<file path="src/rtl/exc_entry_pkg.sv">
package exc_entry_pkg;

  typedef enum logic [1:0] {
    VEC_KERNEL = 2'd0,
    VEC_USER   = 2'd1,
    VEC_DOUBLE = 2'd2,
    VEC_DEBUG  = 2'd3
  } vec_e;

  typedef struct packed {
    logic       um;
    logic       excm;
    logic [3:0] intlevel;
  } ps_t;

  localparam int PS_W = 6;

  localparam logic [4:0] SRA_PS       = 5'd0;
  localparam logic [4:0] SRA_EPC1     = 5'd1;
  localparam logic [4:0] SRA_DEPC     = 5'd2;
  localparam logic [4:0] SRA_CAUSE    = 5'd3;
  localparam logic [4:0] SRA_VADDR    = 5'd4;
  localparam logic [4:0] SRA_DBGCAUSE = 5'd5;

endpackage

</file>
<file path="src/rtl/exc_entry_decide.sv">
module exc_entry_decide
  import exc_entry_pkg::*;
#(
  parameter int EXC_LEVEL   = 3,
  parameter int DEBUG_LEVEL = 6,
  parameter int HAS_DEPC    = 1
) (
  input  ps_t  ps,
  input  logic req_valid,
  input  logic req_debug,
  output logic take_gen,
  output logic take_dbg,
  output logic save_depc,
  output logic save_epc1,
  output vec_e vec_sel
);

  logic [3:0] cur_lvl;

  always_comb begin
    cur_lvl = ps.intlevel;
    if (ps.excm && (4'(EXC_LEVEL) > ps.intlevel)) cur_lvl = 4'(EXC_LEVEL);
  end

  assign take_gen  = req_valid & ~req_debug;
  assign take_dbg  = req_valid & req_debug & (cur_lvl < 4'(DEBUG_LEVEL));
  assign save_depc = take_gen & ps.excm & (HAS_DEPC != 0);
  assign save_epc1 = take_gen & ~save_depc;

  always_comb begin
    if (req_debug)    vec_sel = VEC_DEBUG;
    else if (ps.excm) vec_sel = VEC_DOUBLE;
    else if (ps.um)   vec_sel = VEC_USER;
    else              vec_sel = VEC_KERNEL;
  end

endmodule

</file>
<file path="src/rtl/exc_entry_level_bank.sv">
module exc_entry_level_bank #(
  parameter int MAX_LEVEL   = 7,
  parameter int DEBUG_LEVEL = 6,
  parameter int XLEN        = 32,
  parameter int SAVE_W      = 6
) (
  input  logic              clk,
  input  logic              rst_n,
  input  logic              cap_en,
  input  logic [XLEN-1:0]   cap_pc,
  input  logic [SAVE_W-1:0] cap_ps,
  input  logic              wr_epc_en,
  input  logic              wr_eps_en,
  input  logic [3:0]        wr_lvl,
  input  logic [XLEN-1:0]   wr_data,
  input  logic [3:0]        rd_lvl,
  output logic [XLEN-1:0]   rd_epc,
  output logic [SAVE_W-1:0] rd_eps
);

  localparam int NLVL = MAX_LEVEL - 1;

  logic [XLEN-1:0]   epc_arr [NLVL];
  logic [SAVE_W-1:0] eps_arr [NLVL];

  for (genvar g = 0; g < NLVL; g++) begin : g_lvl
    localparam logic [3:0] LV = 4'(g + 2);
    logic [XLEN-1:0]   epc_q, epc_d;
    logic [SAVE_W-1:0] eps_q, eps_d;

    always_comb begin
      epc_d = epc_q;
      eps_d = eps_q;
      if (cap_en && (LV == 4'(DEBUG_LEVEL))) begin
        epc_d = cap_pc;
        eps_d = cap_ps;
      end else begin
        if (wr_epc_en && (wr_lvl == LV)) epc_d = wr_data;
        if (wr_eps_en && (wr_lvl == LV)) eps_d = wr_data[SAVE_W-1:0];
      end
    end

    always_ff @(posedge clk or negedge rst_n) begin
      if (!rst_n) begin
        epc_q <= '0;
        eps_q <= '0;
      end else begin
        epc_q <= epc_d;
        eps_q <= eps_d;
      end
    end

    assign epc_arr[g] = epc_q;
    assign eps_arr[g] = eps_q;
  end

  always_comb begin
    rd_epc = '0;
    rd_eps = '0;
    for (int i = 0; i < NLVL; i++) begin
      if (rd_lvl == 4'(i + 2)) begin
        rd_epc = epc_arr[i];
        rd_eps = eps_arr[i];
      end
    end
  end

endmodule

</file>
<file path="src/rtl/exc_entry_unit.sv">
module exc_entry_unit
  import exc_entry_pkg::*;
#(
  parameter int XLEN        = 32,
  parameter int CAUSE_W     = 6,
  parameter int MAX_LEVEL   = 7,
  parameter int DEBUG_LEVEL = 6,
  parameter int EXC_LEVEL   = 3,
  parameter int HAS_DEPC    = 1
) (
  input  logic               clk,
  input  logic               rst_n,
  input  logic               exc_valid,
  input  logic               exc_debug,
  input  logic [XLEN-1:0]    exc_pc,
  input  logic [CAUSE_W-1:0] exc_cause,
  input  logic               exc_has_addr,
  input  logic [XLEN-1:0]    exc_addr,
  input  logic               sr_we,
  input  logic [4:0]         sr_addr,
  input  logic [XLEN-1:0]    sr_wdata,
  output logic [XLEN-1:0]    sr_rdata,
  output logic               redirect,
  output logic [1:0]         vector_id
);

  ps_t                ps_q, ps_d;
  logic [XLEN-1:0]    epc1_q, epc1_d, depc_q, vaddr_q, vaddr_d;
  logic [CAUSE_W-1:0] cause_q, cause_d, dbgc_q, dbgc_d;
  logic               redirect_q;
  vec_e               vec_q, vec_sel;
  logic               take_gen, take_dbg, save_depc, save_epc1, sr_ok;
  logic [XLEN-1:0]    bank_epc;
  logic [PS_W-1:0]    bank_eps;

  exc_entry_decide #(
    .EXC_LEVEL(EXC_LEVEL), .DEBUG_LEVEL(DEBUG_LEVEL), .HAS_DEPC(HAS_DEPC)
  ) u_decide (
    .ps(ps_q), .req_valid(exc_valid), .req_debug(exc_debug),
    .take_gen(take_gen), .take_dbg(take_dbg),
    .save_depc(save_depc), .save_epc1(save_epc1), .vec_sel(vec_sel)
  );

  assign sr_ok = sr_we & ~(take_gen | take_dbg);

  exc_entry_level_bank #(
    .MAX_LEVEL(MAX_LEVEL), .DEBUG_LEVEL(DEBUG_LEVEL), .XLEN(XLEN), .SAVE_W(PS_W)
  ) u_bank (
    .clk(clk), .rst_n(rst_n),
    .cap_en(take_dbg), .cap_pc(exc_pc), .cap_ps(ps_q),
    .wr_epc_en(sr_ok && (sr_addr[4:3] == 2'b01)),
    .wr_eps_en(sr_ok && (sr_addr[4:3] == 2'b10)),
    .wr_lvl({1'b0, sr_addr[2:0]}), .wr_data(sr_wdata),
    .rd_lvl({1'b0, sr_addr[2:0]}), .rd_epc(bank_epc), .rd_eps(bank_eps)
  );

  always_comb begin
    ps_d    = ps_q;
    epc1_d  = epc1_q;
    cause_d = cause_q;
    vaddr_d = vaddr_q;
    dbgc_d  = dbgc_q;
    if (sr_ok) begin
      case (sr_addr)
        SRA_PS:       ps_d    = ps_t'(sr_wdata[PS_W-1:0]);
        SRA_EPC1:     epc1_d  = sr_wdata;
        SRA_CAUSE:    cause_d = sr_wdata[CAUSE_W-1:0];
        SRA_VADDR:    vaddr_d = sr_wdata;
        SRA_DBGCAUSE: dbgc_d  = sr_wdata[CAUSE_W-1:0];
        default: ;
      endcase
    end
    if (take_gen) begin
      cause_d  = exc_cause;
      ps_d.excm = 1'b1;
      if (save_epc1)    epc1_d  = exc_pc;
      if (exc_has_addr) vaddr_d = exc_addr;
    end
    if (take_dbg) begin
      dbgc_d        = exc_cause;
      ps_d.intlevel = 4'(DEBUG_LEVEL);
      ps_d.excm     = 1'b1;
    end
  end

  always_ff @(posedge clk or negedge rst_n) begin
    if (!rst_n) begin
      ps_q       <= '0;
      epc1_q     <= '0;
      cause_q    <= '0;
      vaddr_q    <= '0;
      dbgc_q     <= '0;
      redirect_q <= 1'b0;
      vec_q      <= VEC_KERNEL;
    end else begin
      ps_q       <= ps_d;
      epc1_q     <= epc1_d;
      cause_q    <= cause_d;
      vaddr_q    <= vaddr_d;
      dbgc_q     <= dbgc_d;
      redirect_q <= take_gen | take_dbg;
      if (take_gen | take_dbg) vec_q <= vec_sel;
    end
  end

  if (HAS_DEPC != 0) begin : g_depc
    logic [XLEN-1:0] r_q, r_d;
    always_comb begin
      r_d = r_q;
      if (save_depc) r_d = exc_pc;
      else if (sr_ok && (sr_addr == SRA_DEPC)) r_d = sr_wdata;
    end
    always_ff @(posedge clk or negedge rst_n) begin
      if (!rst_n) r_q <= '0;
      else        r_q <= r_d;
    end
    assign depc_q = r_q;
  end else begin : g_no_depc
    assign depc_q = '0;
  end

  always_comb begin
    sr_rdata = '0;
    case (sr_addr)
      SRA_PS:       sr_rdata = XLEN'(ps_q);
      SRA_EPC1:     sr_rdata = epc1_q;
      SRA_DEPC:     sr_rdata = depc_q;
      SRA_CAUSE:    sr_rdata = XLEN'(cause_q);
      SRA_VADDR:    sr_rdata = vaddr_q;
      SRA_DBGCAUSE: sr_rdata = XLEN'(dbgc_q);
      default: begin
        if (sr_addr[4:3] == 2'b01)      sr_rdata = bank_epc;
        else if (sr_addr[4:3] == 2'b10) sr_rdata = XLEN'(bank_eps);
      end
    endcase
  end

  assign redirect  = redirect_q;
  assign vector_id = vec_q;

  a_r8_redirect_follows: assert property (@(posedge clk) disable iff (!rst_n)
    (exc_valid && !exc_debug) |=> redirect);
  a_r8_no_spurious: assert property (@(posedge clk) disable iff (!rst_n)
    !exc_valid |=> !redirect);
  a_r4_excm_set: assert property (@(posedge clk) disable iff (!rst_n)
    (exc_valid && !exc_debug) |=> ps_q.excm);
  a_r3_double_vector: assert property (@(posedge clk) disable iff (!rst_n)
    (exc_valid && !exc_debug && ps_q.excm) |=> (vector_id == VEC_DOUBLE));
  a_r6_gate_drop: assert property (@(posedge clk) disable iff (!rst_n)
    (exc_valid && exc_debug && (ps_q.intlevel >= 4'(DEBUG_LEVEL))) |=> !redirect);
  a_r7_level_raised: assert property (@(posedge clk) disable iff (!rst_n)
    (redirect && (vector_id == VEC_DEBUG)) |-> (ps_q.intlevel == 4'(DEBUG_LEVEL)));
  a_r10_exc_wins: assert property (@(posedge clk) disable iff (!rst_n)
    (sr_we && (sr_addr == SRA_CAUSE) && exc_valid && !exc_debug)
      |=> (cause_q == $past(exc_cause)));

endmodule

</file>
<file path="config.mk">
export PLATFORM = sky130hd
export DESIGN_NAME = exc_entry_unit
export DESIGN_NICKNAME = d
export VERILOG_FILES = /design/src/rtl/exc_entry_pkg.sv /design/src/rtl/exc_entry_decide.sv /design/src/rtl/exc_entry_level_bank.sv /design/src/rtl/exc_entry_unit.sv
export SDC_FILE = /design/constraint.sdc
export NUM_CORES = 1
export LEC_CHECK = 0
export BUFFER_PORTS_ARGS = -buffer_cell sky130_fd_sc_hd__clkbuf_2
export CORE_MARGIN = 5
export CORE_UTILIZATION = 42
export DETAILED_ROUTE_END_ITERATION = 8
export GPL_TIMING_DRIVEN = 0
export PLACE_DENSITY_LB_ADDON = 0.1
export SKIP_LAST_GASP = 1
export SYNTH_ARGS = -nofsm -noshare
export SYNTH_HDL_FRONTEND = slang
export SYNTH_SLANG_ARGS = --single-unit
</file>
<file path="constraint.sdc">
create_clock -name clk -period 2.3 [get_ports clk]
set_input_delay 0.115 -clock clk [delete_from_list [all_inputs] [get_ports clk]]
set_output_delay 0.115 -clock clk [all_outputs]
set_load 0.01 [all_outputs]
</file>
==> flow_summary.toml <==
[grt]
grt-ovfl-total = 0
antenna_found_initial = 2
globalRouteTotalUtil_pct = 29.7
vias_in_the_first_global_route = 14800
grt_max_degree = 106
wire_length_of_the_first_global_routing_pass_mm = 98.6

[floorplan]
num_rows = 74
top_level_ports = 148
die_y_um = 212
start_util_pct = 42.2
design.die.area_um2 = 44800
core_area_um2 = 40600
die_w_um = 212

[cells_and_area]
area_growth_syn_to_layout_pct = 23.5
layout-drive-gt1-share_pct = 29.0
most_common_cell_after_layout_fill_and_taps_aside = "sky130_fd_sc_hd__dfrtp_1"
postLayoutCoreUtil_pct = 52.1
highest_count_cells_in_the_layout_ignoring_fill_and_taps = "sky130_fd_sc_hd__dfrtp_1 (345), sky130_fd_sc_hd__nand2_1 (237), sky130_fd_sc_hd__mux2_2 (185)"
finish.instance_area_um2 = 21100
fin_nets = 1971

[setup_path]
critical_path_class = "primary input to output pin"
critical_path_rt_ns = 2.18
timing.critical_path.fanout_max = 10
endpoint_kind = "output pin"
critical_path_arrival_ns = 2.23
crit_top_cell = "sky130_fd_sc_hd__clkbuf_2"
critical_path.n_buffers_inverters = 4
crit_path_start_kind = "primary input"
path_cells = "clkbuf_2 > buf_2 > or2_1 > nor3_4 > clkbuf_4 > a221oi_1 > a21oi_2 > clkbuf_2"
cpMaxStageDelayCell = "sky130_fd_sc_hd__clkbuf_4"
cp_top_family = "buffers and inverters"
worst_path_largest_cell_delay_ns = 0.46

[detailed_routing]
detailroute.via_count = 14700
count_of_unresolved_drc_violations_after_routing = 0
routed_wire_length_per_instance_um = 28.1
post_drt_via_cell_ratio = 6.05
antenna_violating_nets_post_route = 0
totalWireLength_mm = 68.1
drtIter0Drc = 1643
firstDrtPassIters = 9

[outcome]
status = "complete, but fails checks"
failed_checks = "negative setup slack"

[sta]
rsz0062_at_grt = "yes"
worstMarginPinSlew_ns = 1.05
fin_ws_ns = -0.0416
timing.fmax_mhz = 427
timing.final.setup_violations = 2
timing.slew.headroom_pct = 30.2
hold_violations = 0
fin_hold_ws_ns = 0.0976
worst_clock_skew_ns = 0.0148
drv_slew = 0
post-route-period-util_pct = 102
timing.final.crit_period_ns = 2.34

[cts]
clk-insertion-delay-late_ns = 0.57
tritoncts = "yes"
clockBufferDepth = 3
clkSlewWorstSetupHoldPaths_ns = 0.06
ctsHtreeMaxLevel = 2
number_of_sinks_handled_by_clock_tree_synthesis = 345
cts_inserted_buffers = 41
clock_root_buffer = "sky130_fd_sc_hd__clkbuf_16"

[synth]
post_synth_num_cell_types = 51
seq_area_frac_synth_pct = 50.5
syn-cell-area_um2 = 17100
yosysWarningCount = 0
synth_flop_cell = "sky130_fd_sc_hd__dfrtp_1"
syn-instance-count = 1593
mappedNetlistNets = 1706
asyncSetResetFlopFracSynth_pct = 100
number_of_flops_mapped_to_enable_cells_by_yosys = 0
syn-mean-instance-area_um2 = 10.7
synth_seq_cells = 345

[placement]
dp.final_hpwl_mm = 44.9
final_gp_congestion = 0.913
io_buffers = 114
placed_area_um2 = 18400

[flow_run]
cap_violations = 0

[power_and_ir_drop]
highest_ir_drop_seen_on_vdd_v = 0.000563
leakage_component_of_the_power_uw = 0.0102
power-per-cell-area_nw_per_um2 = 882

[hold_path]
timing.hold.worst.class = "primary input to async pin"
final timing paths:
path,startpoint,cells after the start,slack (ns),endpoint
max in group asynchronous,rst_n,4,0.72,vaddr_q[22]
setup / recovery,sr_addr[4],8,-0.04,sr_rdata[0]
hold / removal,rst_n,2,0.1,u_bank.g_lvl[2].eps_q[5]
hold reg to reg,depc_q[20],2,0.48,depc_q[20]
min in group clk,exc_valid,4,0.10,vector_id[1]
setup reg to reg,ps_q[3],6,0.02,u_bank.g_lvl[0].epc_q[28]
metrics by stage:
stage               power [uW]  setup TNS, ns  setup WS (ns)  std cells
floorplan                10300              0          0.466       1593
global placement         11400       -2390.00          -6.89       2239
detailed placement       11500         -33.57         -0.700       2242
CTS                      18600        -0.0610        -0.0509       2412
global route             19400       -0.00616       -0.00616       2421
finish                   18600        -0.0481        -0.0416       2422
power breakdown:
part	total, uW	internal [uW]	switching, uW
Combinational	3470	1710	1760
Sequential	8240	7470	764
Clock	6920	4220	2690
per-layer routing:
metal / global-route usage, % / wire length, um / up-vias
met5: 0 / 13 / -
met4: 11.6 / 2930 / 2
met3: 5.60 / 5280 / 154
met2: 48.0 / 31500 / 683
met1: 39.9 / 28300 / 7515
li1: - / - / 6298
cell families (layout without fill, tap and decap cells):
| logic type | count (synthesis) | after routing | share of synthesized area, % |
|---|---|---|---|
| AOI/OAI and AO/OA | 383 | 383 | 14.7 |
| buffers and inverters | 168 | 463 | 4.66 |
| DFF | 345 | 345 | 50.5 |
| muxes | 309 | 309 | 20.5 |
| other | 0 | 2 | 0 |
| and+or+nand+nor | 388 | 388 | 9.62 |
cells in the mapped netlist (all sizes together), types with 19 or more instances:
cell type  instances  area share [%]
buf               83             2.8
a22o              19            0.97
o21ai            162             4.8
nand2            237             5.2
nand3             22            0.64
clkbuf            83             1.8
and3              20            0.73
mux2i             90             5.3
dfrtp            345              50
mux2             216              15
a22oi             25             1.1
a222oi            35             2.0
nor2              74             1.6
a31oi             65             2.4
worst reg2reg max path: stages, from the launching register on:
cell and delay (ns):
sky130_fd_sc_hd__dfrtp_1 0.41, sky130_fd_sc_hd__a21oi_1 0.25, sky130_fd_sc_hd__o21ai_2 0.16, sky130_fd_sc_hd__and2_4 0.21
sky130_fd_sc_hd__nand3_1 0.31, sky130_fd_sc_hd__buf_2 0.45, sky130_fd_sc_hd__mux2_2 0.38
repair_timing:
| action | CTS | global route |
|---|---|---|
| pin swaps | 2 | 5 |
| endpoints found under the setup margin | 105 | 148 |
| buffers inserted | 1 | 9 |
| gates resized for setup | 80 | 45 |
| endpoints found under the hold margin | 328 | 0 |
| hold buffers | 97 | 0 |
sequential cells by signal (all words and copies together), names as in the netlist:
signal              flops
u_bank.g_lvl.eps_q     36
vector_id               2
depc_q                 32
dbgc_q                  6
cause_q                 6
u_bank.g_lvl.epc_q    192
redirect                1
epc1_q                 32
vaddr_q                32
ps_q                    6
layout make-up:
class,instances,area [um^2]
Sequential cell,345,8630
Multi-Input combinational cell,1080,7730
Buffer,164,946
Fill cell,3720,19400
Clock inverter,8,146
Timing Repair Buffer,224,1710
Tap cell,532,666
Antenna cell,2,5.00
Inverter,2,7.51
Clock buffer,65,1270
Power figures use the tool's default switching activity.
